$ cat config.mk
export PLATFORM = sky130hd
export DESIGN_NAME = adc_seq_ctrl
export DESIGN_NICKNAME = d
export VERILOG_FILES = /design/src/rtl/adc_seq_pkg.sv /design/src/rtl/adc_seq_fsm.sv /design/src/rtl/adc_seq_wptr.sv /design/src/rtl/adc_seq_flag.sv /design/src/rtl/adc_seq_ctrl.sv
export SDC_FILE = /design/constraint.sdc
export NUM_CORES = 1
export LEC_CHECK = 0
export ABC_AREA = 1
export ABC_CLOCK_PERIOD_IN_PS = 4100
export CAP_MARGIN = 15
export CORE_ASPECT_RATIO = 1.25
export CORE_UTILIZATION = 62
export CTS_CLUSTER_SIZE = 40
export DETAILED_ROUTE_END_ITERATION = 7
export DONT_BUFFER_PORTS = 1
export GPL_TIMING_DRIVEN = 0
export PLACE_DENSITY = 0.85
export REMOVE_ABC_BUFFERS = 1
export SLEW_MARGIN = 20
export SYNTH_ARGS = -nofsm -noshare
export SYNTH_HDL_FRONTEND = slang
export SYNTH_SLANG_ARGS = --single-unit
export TNS_END_PERCENT = 20
$ cat constraint.sdc
create_clock -name clk_i -period 4.1 [get_ports clk_i]
set_input_delay 0.82 -clock clk_i [delete_from_list [all_inputs] [get_ports clk_i]]
set_output_delay 0.82 -clock clk_i [all_outputs]
set_load 0.05 [all_outputs]
$ cat src/rtl/adc_seq_pkg.sv
package adc_seq_pkg;
  typedef enum logic [1:0] {
    ST_IDLE = 2'd0,
    ST_ACQ  = 2'd1,
    ST_CONV = 2'd2
  } seq_state_e;
endpackage

$ cat src/rtl/adc_seq_fsm.sv
module adc_seq_fsm
  import adc_seq_pkg::*;
#(
  parameter int NSLOT      = 8,
  parameter int ACQ_CYCLES = 8,
  localparam int SW = $clog2(NSLOT),
  localparam int CW = (ACQ_CYCLES > 1) ? $clog2(ACQ_CYCLES) : 1
) (
  input  logic             clk_i,
  input  logic             rst_ni,
  input  logic             stop_mode_i,
  input  logic             busy_we_i,
  input  logic             busy_wd_i,
  input  logic             cont_i,
  input  logic [SW-1:0]    start_slot_i,
  input  logic [SW-1:0]    end_slot_i,
  input  logic [NSLOT-1:0] ext_acq_mask_i,
  input  logic             conv_done_i,
  output seq_state_e       state_o,
  output logic [SW-1:0]    slot_o,
  output logic             store_o,
  output logic             end_store_o,
  output logic             start_evt_o,
  output logic             seq_load_o
);
  localparam logic [CW-1:0] CNT_LOAD = CW'(ACQ_CYCLES - 1);

  seq_state_e    state_q;
  logic [SW-1:0] slot_q, slot_inc, slot_nxt;
  logic [CW-1:0] cnt_q;
  logic          stop_pend_q;
  logic          stop_wr, stop_now, at_end, repeat_seq, finish;

  assign start_evt_o = busy_we_i & busy_wd_i & (state_q == ST_IDLE) & ~stop_mode_i;
  assign stop_wr     = busy_we_i & ~busy_wd_i & (state_q != ST_IDLE);
  assign store_o     = (state_q == ST_CONV) & conv_done_i & ~stop_mode_i;
  assign at_end      = (slot_q == end_slot_i);
  assign end_store_o = store_o & at_end;
  assign stop_now    = stop_pend_q | stop_wr;
  assign repeat_seq  = end_store_o & cont_i & ~stop_now;
  assign finish      = store_o & (stop_now | (at_end & ~cont_i));
  assign seq_load_o  = start_evt_o | repeat_seq;

  assign slot_inc = (slot_q == SW'(NSLOT - 1)) ? '0 : slot_q + 1'b1;
  assign slot_nxt = repeat_seq ? start_slot_i : slot_inc;

  assign state_o = state_q;
  assign slot_o  = slot_q;

  always_ff @(posedge clk_i or negedge rst_ni) begin
    if (!rst_ni) begin
      state_q     <= ST_IDLE;
      slot_q      <= '0;
      cnt_q       <= '0;
      stop_pend_q <= 1'b0;
    end else if (stop_mode_i) begin
      state_q     <= ST_IDLE;
      cnt_q       <= '0;
      stop_pend_q <= 1'b0;
    end else begin
      case (state_q)
        ST_IDLE: begin
          if (start_evt_o) begin
            slot_q  <= start_slot_i;
            cnt_q   <= CNT_LOAD;
            state_q <= ext_acq_mask_i[start_slot_i] ? ST_ACQ : ST_CONV;
          end
        end
        ST_ACQ: begin
          // abort at once while waiting
          if (stop_wr)             state_q <= ST_IDLE;
          else if (cnt_q == '0)    state_q <= ST_CONV;
          else                     cnt_q   <= cnt_q - 1'b1;
        end
        ST_CONV: begin
          if (stop_wr) stop_pend_q <= 1'b1;
          if (store_o) begin
            if (finish) begin
              state_q     <= ST_IDLE;
              stop_pend_q <= 1'b0;
            end else begin
              slot_q  <= slot_nxt;
              cnt_q   <= CNT_LOAD;
              state_q <= ext_acq_mask_i[slot_nxt] ? ST_ACQ : ST_CONV;
            end
          end
        end
        default: state_q <= ST_IDLE;
      endcase
    end
  end
endmodule

$ cat src/rtl/adc_seq_wptr.sv
module adc_seq_wptr #(
  parameter int NBUF = 16,
  localparam int AW = $clog2(NBUF)
) (
  input  logic          clk_i,
  input  logic          rst_ni,
  input  logic          load_i,
  input  logic          store_i,
  input  logic [AW-1:0] first_addr_i,
  output logic [AW-1:0] ptr_o,
  output logic [AW-1:0] last_addr_o
);
  logic [AW-1:0] ptr_q, last_q;

  always_ff @(posedge clk_i or negedge rst_ni) begin
    if (!rst_ni) begin
      ptr_q  <= '0;
      last_q <= '0;
    end else begin
      if (store_i) last_q <= ptr_q;
      if (load_i)       ptr_q <= first_addr_i;
      else if (store_i) ptr_q <= (ptr_q == AW'(NBUF - 1)) ? '0 : ptr_q + 1'b1;
    end
  end

  assign ptr_o       = ptr_q;
  assign last_addr_o = last_q;
endmodule

$ cat src/rtl/adc_seq_flag.sv
module adc_seq_flag (
  input  logic clk_i,
  input  logic rst_ni,
  input  logic store_i,
  input  logic end_store_i,
  input  logic eos_only_i,
  input  logic clr_i,
  input  logic start_evt_i,
  input  logic irq_en_i,
  output logic flag_o,
  output logic irq_o
);
  logic flag_q, set;

  assign set = eos_only_i ? end_store_i : store_i;

  // a new result beats a concurrent clear
  always_ff @(posedge clk_i or negedge rst_ni) begin
    if (!rst_ni)                  flag_q <= 1'b0;
    else if (set)                 flag_q <= 1'b1;
    else if (clr_i | start_evt_i) flag_q <= 1'b0;
  end

  assign flag_o = flag_q;
  assign irq_o  = flag_q & irq_en_i;
endmodule

$ cat src/rtl/adc_seq_ctrl.sv
module adc_seq_ctrl
  import adc_seq_pkg::*;
#(
  parameter int NSLOT      = 8,
  parameter int NBUF       = 16,
  parameter int DW         = 12,
  parameter int ACQ_CYCLES = 8,
  localparam int SW = $clog2(NSLOT),
  localparam int AW = $clog2(NBUF)
) (
  input  logic             clk_i,
  input  logic             rst_ni,
  input  logic             stop_mode_i,
  input  logic             busy_we_i,
  input  logic             busy_wd_i,
  input  logic             cont_mode_i,
  input  logic             eos_only_i,
  input  logic             flag_clr_i,
  input  logic             irq_en_i,
  input  logic             addr_we_i,
  input  logic [AW-1:0]    first_addr_wd_i,
  input  logic [SW-1:0]    start_slot_wd_i,
  input  logic [SW-1:0]    end_slot_wd_i,
  input  logic [NSLOT-1:0] ext_acq_mask_i,
  input  logic             conv_done_i,
  input  logic [DW-1:0]    conv_data_i,
  output logic             busy_o,
  output logic [AW-1:0]    first_addr_o,
  output logic [SW-1:0]    start_slot_o,
  output logic [SW-1:0]    end_slot_o,
  output logic [AW-1:0]    last_addr_o,
  output logic             flag_o,
  output logic             irq_o,
  output logic             conv_req_o,
  output logic [SW-1:0]    conv_slot_o,
  output logic             buf_we_o,
  output logic [AW-1:0]    buf_addr_o,
  output logic [DW-1:0]    buf_data_o
);
  seq_state_e    state;
  logic [SW-1:0] slot;
  logic [AW-1:0] ptr;
  logic          store, end_store, start_evt, seq_load, in_acq;
  logic [AW-1:0] first_q;
  logic [SW-1:0] start_q, end_q;

  // address fields, locked while busy
  always_ff @(posedge clk_i or negedge rst_ni) begin
    if (!rst_ni) begin
      first_q <= '0;
      start_q <= '0;
      end_q   <= '0;
    end else if (addr_we_i && state == ST_IDLE) begin
      first_q <= first_addr_wd_i;
      start_q <= start_slot_wd_i;
      end_q   <= end_slot_wd_i;
    end
  end

  adc_seq_fsm #(.NSLOT(NSLOT), .ACQ_CYCLES(ACQ_CYCLES)) u_fsm (
    .clk_i, .rst_ni, .stop_mode_i, .busy_we_i, .busy_wd_i,
    .cont_i         (cont_mode_i),
    .start_slot_i   (start_q),
    .end_slot_i     (end_q),
    .ext_acq_mask_i,
    .conv_done_i,
    .state_o        (state),
    .slot_o         (slot),
    .store_o        (store),
    .end_store_o    (end_store),
    .start_evt_o    (start_evt),
    .seq_load_o     (seq_load)
  );

  adc_seq_wptr #(.NBUF(NBUF)) u_wptr (
    .clk_i, .rst_ni,
    .load_i       (seq_load),
    .store_i      (store),
    .first_addr_i (first_q),
    .ptr_o        (ptr),
    .last_addr_o
  );

  adc_seq_flag u_flag (
    .clk_i, .rst_ni,
    .store_i     (store),
    .end_store_i (end_store),
    .eos_only_i,
    .clr_i       (flag_clr_i),
    .start_evt_i (start_evt),
    .irq_en_i,
    .flag_o,
    .irq_o
  );

  assign in_acq       = (state == ST_ACQ);
  assign busy_o       = (state != ST_IDLE);
  assign conv_req_o   = (state == ST_CONV);
  assign conv_slot_o  = slot;
  assign buf_we_o     = store;
  assign buf_addr_o   = ptr;
  assign buf_data_o   = conv_data_i;
  assign first_addr_o = first_q;
  assign start_slot_o = start_q;
  assign end_slot_o   = end_q;
endmodule

Word level (Yosys, flattened, before mapping). Cells that the tools add are included.

Output and inout port bits: 38. Bits in registers: 28. Word-level logic and storage cells: 99.

Bitwise gates (word level): 21. Equal/unequal tests: 14. Mux-type cells: 37. $add $sub $neg: 3. Magnitude comparators: 2. Reduce and logical (&&, ||, !) cells: 12.

Operators by type and width (count): 3-bit two-way mux (11); 2-bit two-way mux (8); 1-bit bitwise AND (13); 4-bit two-way mux (3); 1-bit two-way mux (10); 2-bit nonzero test (5); 3-bit != test (second input constant) (3); 3-bit case mux with 3 select lines (1); 3-bit by 4-bit < comparator with 1-bit output (second input constant) (2); 1-bit binary-select mux with 3-bit select (2); 3-bit by 2-bit != test with 1-bit output (second input constant) (2); 2-bit case mux with 3 select lines (1); 3-bit case mux with 2 select lines (1); 6-bit AND reduction (1); 5-bit AND reduction (1); 4-bit by 1-bit adder with 4-bit output (second input constant) (1); 4-bit == test (second input constant) (1); 2-bit by 1-bit != test with 1-bit output (second input constant) (2); 4-bit by 2-bit != test with 1-bit output (second input constant) (1); 1-bit inverter (4); 1-bit OR (4); 4-bit nonzero test (1); 3-bit by 1-bit adder with 3-bit output (second input constant) (1); 3-bit == test (1); 9 further kinds (9).

Longest topological paths before layout.
Depth after elaboration: 14. Gate-level depth with buffers: 17. Gate-level depth less buffers: 17.

Hierarchy. A second synthesis with hierarchy kept.

Cell total of the unflattened synthesis: 286. Area, all modules: 2127.0 um^2.

By module, submodules not included: adc_seq_fsm (cells an instance 171, area an instance 1161.1 um^2, sequential area each 225.2 um^2, times used 1); adc_seq_ctrl (cells an instance 59, area an instance 511.7 um^2, sequential area each 250.2 um^2, times used 1); adc_seq_wptr (cells an instance 43, area an instance 382.9 um^2, sequential area each 200.2 um^2, times used 1); adc_seq_flag (cells an instance 13, area an instance 71.3 um^2, sequential area each 25.0 um^2, times used 1).

Worst setup path after synthesis. No wires, ideal clock.

Path kind: input-to-reg. Start point: input port stop_mode_i. End point: register u_fsm.state_q[1] (netlist: u_fsm.state_o[1]). Stages: 12. Data arrival time: 2.004 ns. Setup slack: 1.975 ns. Cells stage by stage: nor2_2 -> nand3_2 -> clkinv_2 -> nand4_1 -> o21ai_1 -> inv_1 -> nand3_2 -> nand2_1 -> nand2_1 -> nand2_1 -> nand2_1 -> nand2_1.

Cells in the longest elaborated chain, start to end: 13. Elaborated cells on any way between the ends: 19.

RTL lines: from (decl) (line adc_seq_ctrl.sv:13) `input logic stop_mode_i,`; 1-bit inverter (no source line) *; 1-bit bitwise AND * (line adc_seq_fsm.sv:36) `assign store_o = (state_q == ST_CONV) & conv_done_i & ~stop_mode_i;`; named net buf_we_o (line adc_seq_ctrl.sv:36) `output logic buf_we_o,`; 1-bit bitwise AND (line adc_seq_fsm.sv:38) `assign end_store_o = store_o & at_end;`; 1-bit bitwise AND (2 in series) (line adc_seq_fsm.sv:40) `assign repeat_seq = end_store_o & cont_i & ~stop_now;`; 3-bit two-way mux (line adc_seq_fsm.sv:45) `assign slot_nxt = repeat_seq ? start_slot_i : slot_inc;`; 1-bit binary-select mux with 3-bit select (line adc_seq_fsm.sv:84) `state_q <= ext_acq_mask_i[slot_nxt] ? ST_ACQ : ST_CONV;`; 1-bit two-way mux (implied by the code) (line adc_seq_fsm.sv:84); 2-bit two-way mux (line adc_seq_fsm.sv:84); 2-bit two-way mux (line adc_seq_fsm.sv:78) `if (finish) begin`; 2-bit two-way mux (line adc_seq_fsm.sv:77) `if (store_o) begin`; 2-bit case mux with 3 select lines (line adc_seq_fsm.sv:61) `case (state_q)`; 2-bit two-way mux (line adc_seq_fsm.sv:56) `end else if (stop_mode_i) begin`; to (signal assigned) (line adc_seq_fsm.sv:66) `state_q <= ext_acq_mask_i[start_slot_i] ? ST_ACQ : ST_CONV;`; to (signal assigned) (line adc_seq_fsm.sv:84); to (decl) (line adc_seq_fsm.sv:28) `seq_state_e state_q;`.

The timed path passes the listed nets; every way through them passes the cells marked *. The select of a mux whose other input is x is not followed. A chain may end at the register's enable or synchronous reset.

Worst setup path after layout.
Start point: register u_fsm.state_q[0] (netlist: u_fsm.state_o[0]). End point: output port buf_we_o.

Cells in the longest elaborated chain, start to end: 3.

RTL lines (line): 2-bit == test (adc_seq_fsm.sv:36); 1-bit bitwise AND (2 in series) (adc_seq_fsm.sv:36); to (decl) (adc_seq_ctrl.sv:36).

Every way passes these cells.

==> impl_results.md <==
- Outcome: complete, no violations
- Synth cell count leaders: 45 x nand2_1, 37 x inv_1, 28 x dfrtp_1
- Synth Warn #: 0
- Hold crit path type: in -> async
- P&R area growth vs syn: 0.133%
- Vias/cell: 5.75
- Final setup viols: 0
- Seq/Total Area, Yosys: 0.372
- Switching fraction of total power: 0.577
- Max-slew headroom: 0.478
- Ports: 79
- Fin Setup TNS: 0 ns
- Pwr dens: 922 nW/um2
- Buf+Inv Stages, Crit Path: 1
- Post-CTS Setup Bufs: 0
- M2 GR Usage: 0.444
- Largest net degree at the start of global routing: 29
- CP Launch Type: flip-flop
- RD Place Congestion: 0.879
- Vias: 1534
- Min Tclk post-route: 2.42 ns
- VDD IR-drop max: 0.000594 V
- Final hold violation count: 0
- Cts bufs inserted: 3
- Placed insts: 263
- Die W: 51.3 um
- Mapped Area: 1880 um2
- Crit path max fanout: 13
- HPWL after DPL: 3110 um
- Slew Limit Fails: 0
- Routed wire per std cell: 14.9 um
- Global-route wire length before repair: 6420 um
- Pint: 735 uW
- Reg area: 701 um2
- # diodes: 0
- CP delay by family, top: flip-flops
- Post-Layout Cell Count: 267
- Worst-path cell chain: nor2_2, nand3_2, clkinv_2
- Slowest cell on the critical path: dfrtp_1
- Yosys cell types: 34
- Clock latency on the worst-skew pair: 0.33 ns
- Crit share post-route: 0.589
- Share of cells above drive strength 1: 0.160
- CTS Hold Buffers Added: 0
- Slew @ Worst Pin: 0.782 ns
- Post-synth EDFFs: 0
- Global route overflow: 0
- Initial DRC Count: 36
- Die area: 3270 um2
- Worst path max stage delay: 0.50 ns
- Total track usage: 0.261
- Core ar.: 2920 um2
- Ranking of synthesized cells by area: dfrtp_1 37%, nand2_1 9.0%, inv_1 7.4%
- Layer with the highest usage: met2
- Root Buffer: clkbuf_4
- Clock tree sinks: 28
- Clock network fraction of design power: 0.105
- Net count, final: 278
- Most used DFF post-synth: dfrtp_1
- Worst-path clk slew: 0.15 ns
- Synthesized flop and latch total: 28
- Leak: 0.951 nW
- Critical Path AT: 1.60 ns
- I/O Buffers: 0
- Antenna-violating nets left: 0
- Sequential share of power: 0.501
- Vias in the first global route: 1502
- Area fraction of the dominant cell type after synthesis: 0.372
- P_sw: 1.00 mW
- Synth Area per Inst: 7.82 um2
- DRC Markers: 0
- MaxCap Viol Count: 0
- Worst Skew: 0.00100 ns
- Clock H-tree levels: 1
- Initial Util: 0.646
- Met1 usage: 0.267
- Worst Setup End Kind: output port
- Cell accounting for the most synthesized area: dfrtp_1
- Gate power share: 0.394
- CTS tree: done
- Synth async-reset ratio: 1.00
- Fill count: 265
- # resized after CTS: 0
- RSZ-0062 raised after global routing: false
- Die height: 63.6 um
- FMAX: 414 MHz
- GRT met3 Usage: 0.109
- Routed WL: 3970 um
- Critical path required time: 3.28 ns
- Clock buffer depth: 2
- Initial antenna violation count: 0
- First-pass DRT Iterations: 4
- Multi-input gate area: 933 um2
- Synth Instances: 241
- Top-count cell post-synth: nand2_1
- Critical path class: reg -> out
- Row cnt: 22
## path summary, 6_finish.rpt
check,to,slack [ns],startpoint,cells past startpoint
max reg2reg,u_fsm.state_o[1],1.79,u_fsm.slot_o[0],13
max in group asynchronous,end_slot_o[0],3.87,rst_ni,0
min,u_fsm.cnt_q[2],0.16,rst_ni,0
max,buf_we_o,1.68,u_fsm.state_o[0],3
min in group clk_i,u_fsm.cnt_q[0],0.51,u_fsm.cnt_q[0],2
min reg2reg,u_fsm.cnt_q[0],0.51,u_fsm.cnt_q[0],2
## registers in the layout, summed over array words and instances, names as in the netlist, 2 cells and up
name and flops:
end_slot_o 3, first_addr_o 4, start_slot_o 3, u_fsm.cnt_q 3, u_fsm.slot_o 3, u_fsm.state_o 2
u_wptr.last_addr_o 4, u_wptr.ptr_o 4
## through the flow
stage               instance area [um2]  power, mW  hold WS, ns  setup slack [ns]   util
floorplan                          1790       1.42        0.453              1.85      -
global placement                   1830       1.52        0.467              1.62  0.628
detailed placement                 1830       1.56        0.484              1.58  0.629
CTS                                1890       1.75        0.142              1.68  0.647
global route                       1890       1.87        0.134              1.56  0.647
finish                             1890       1.74        0.157              1.68  0.647
## kinds of logic after synthesis
logic type	count (synthesis)	synth area share
AOI/OAI and AO/OA	46	0.143
adders and majority gates	5	0.0332
xor gates and xnor gates	1	0.00465
DFF	28	0.372
muxes	5	0.0299
and+or+nand+nor	101	0.283
buffers and inverters	55	0.134
## layout by cell type (no fill, tap or decap), types with 2 or more instances in the layout
master	n
a21oi_1	11
o22ai_1	2
nand2_2	3
o21ai_1	2
nor2_2	4
dfrtp_1	28
nand3_2	3
nand3_1	15
nand2_4	5
nand4_1	3
o21ai_0	18
nand2_1	45
o211ai_1	3
inv_1	37
inv_2	3
nor2_4	3
clkbuf_4	3
ha_1	5
a31oi_1	3
o221ai_1	2
nor2_1	16
mux2_2	5
## layout make-up
class / instances / share of cell area
Inverter: 41 / 0.0822
Multi-Input combinational cell: 158 / 0.495
Clock inverter: 1 / 0.0159
Sequential cell: 28 / 0.371
Tap cell: 36 / 0.0239
Clock buffer: 3 / 0.0119
## routing by layer
metal  vias up  part of all wire  routed length, um
met5         -                 0                  0
met4         0             0.025                 99
met3        11             0.098                390
met2        69              0.51               2010
met1       700              0.37               1470
li1        754                 -                  -
## power by group through the flow
| stage | sequential, mW | combinational [mW] | clock (mW) |
|---|---|---|---|
| 3_5_place_dp | 0.881 | 0.683 | 0 |
| 3_3_place_gp | 0.873 | 0.651 | 0 |
| 6_report | 0.872 | 0.685 | 0.182 |
| 2_1_floorplan | 0.842 | 0.574 | 0 |
| 4_1_cts | 0.874 | 0.688 | 0.188 |
| 5_1_grt | 0.894 | 0.784 | 0.194 |
(Power assumes the default switching activity.)
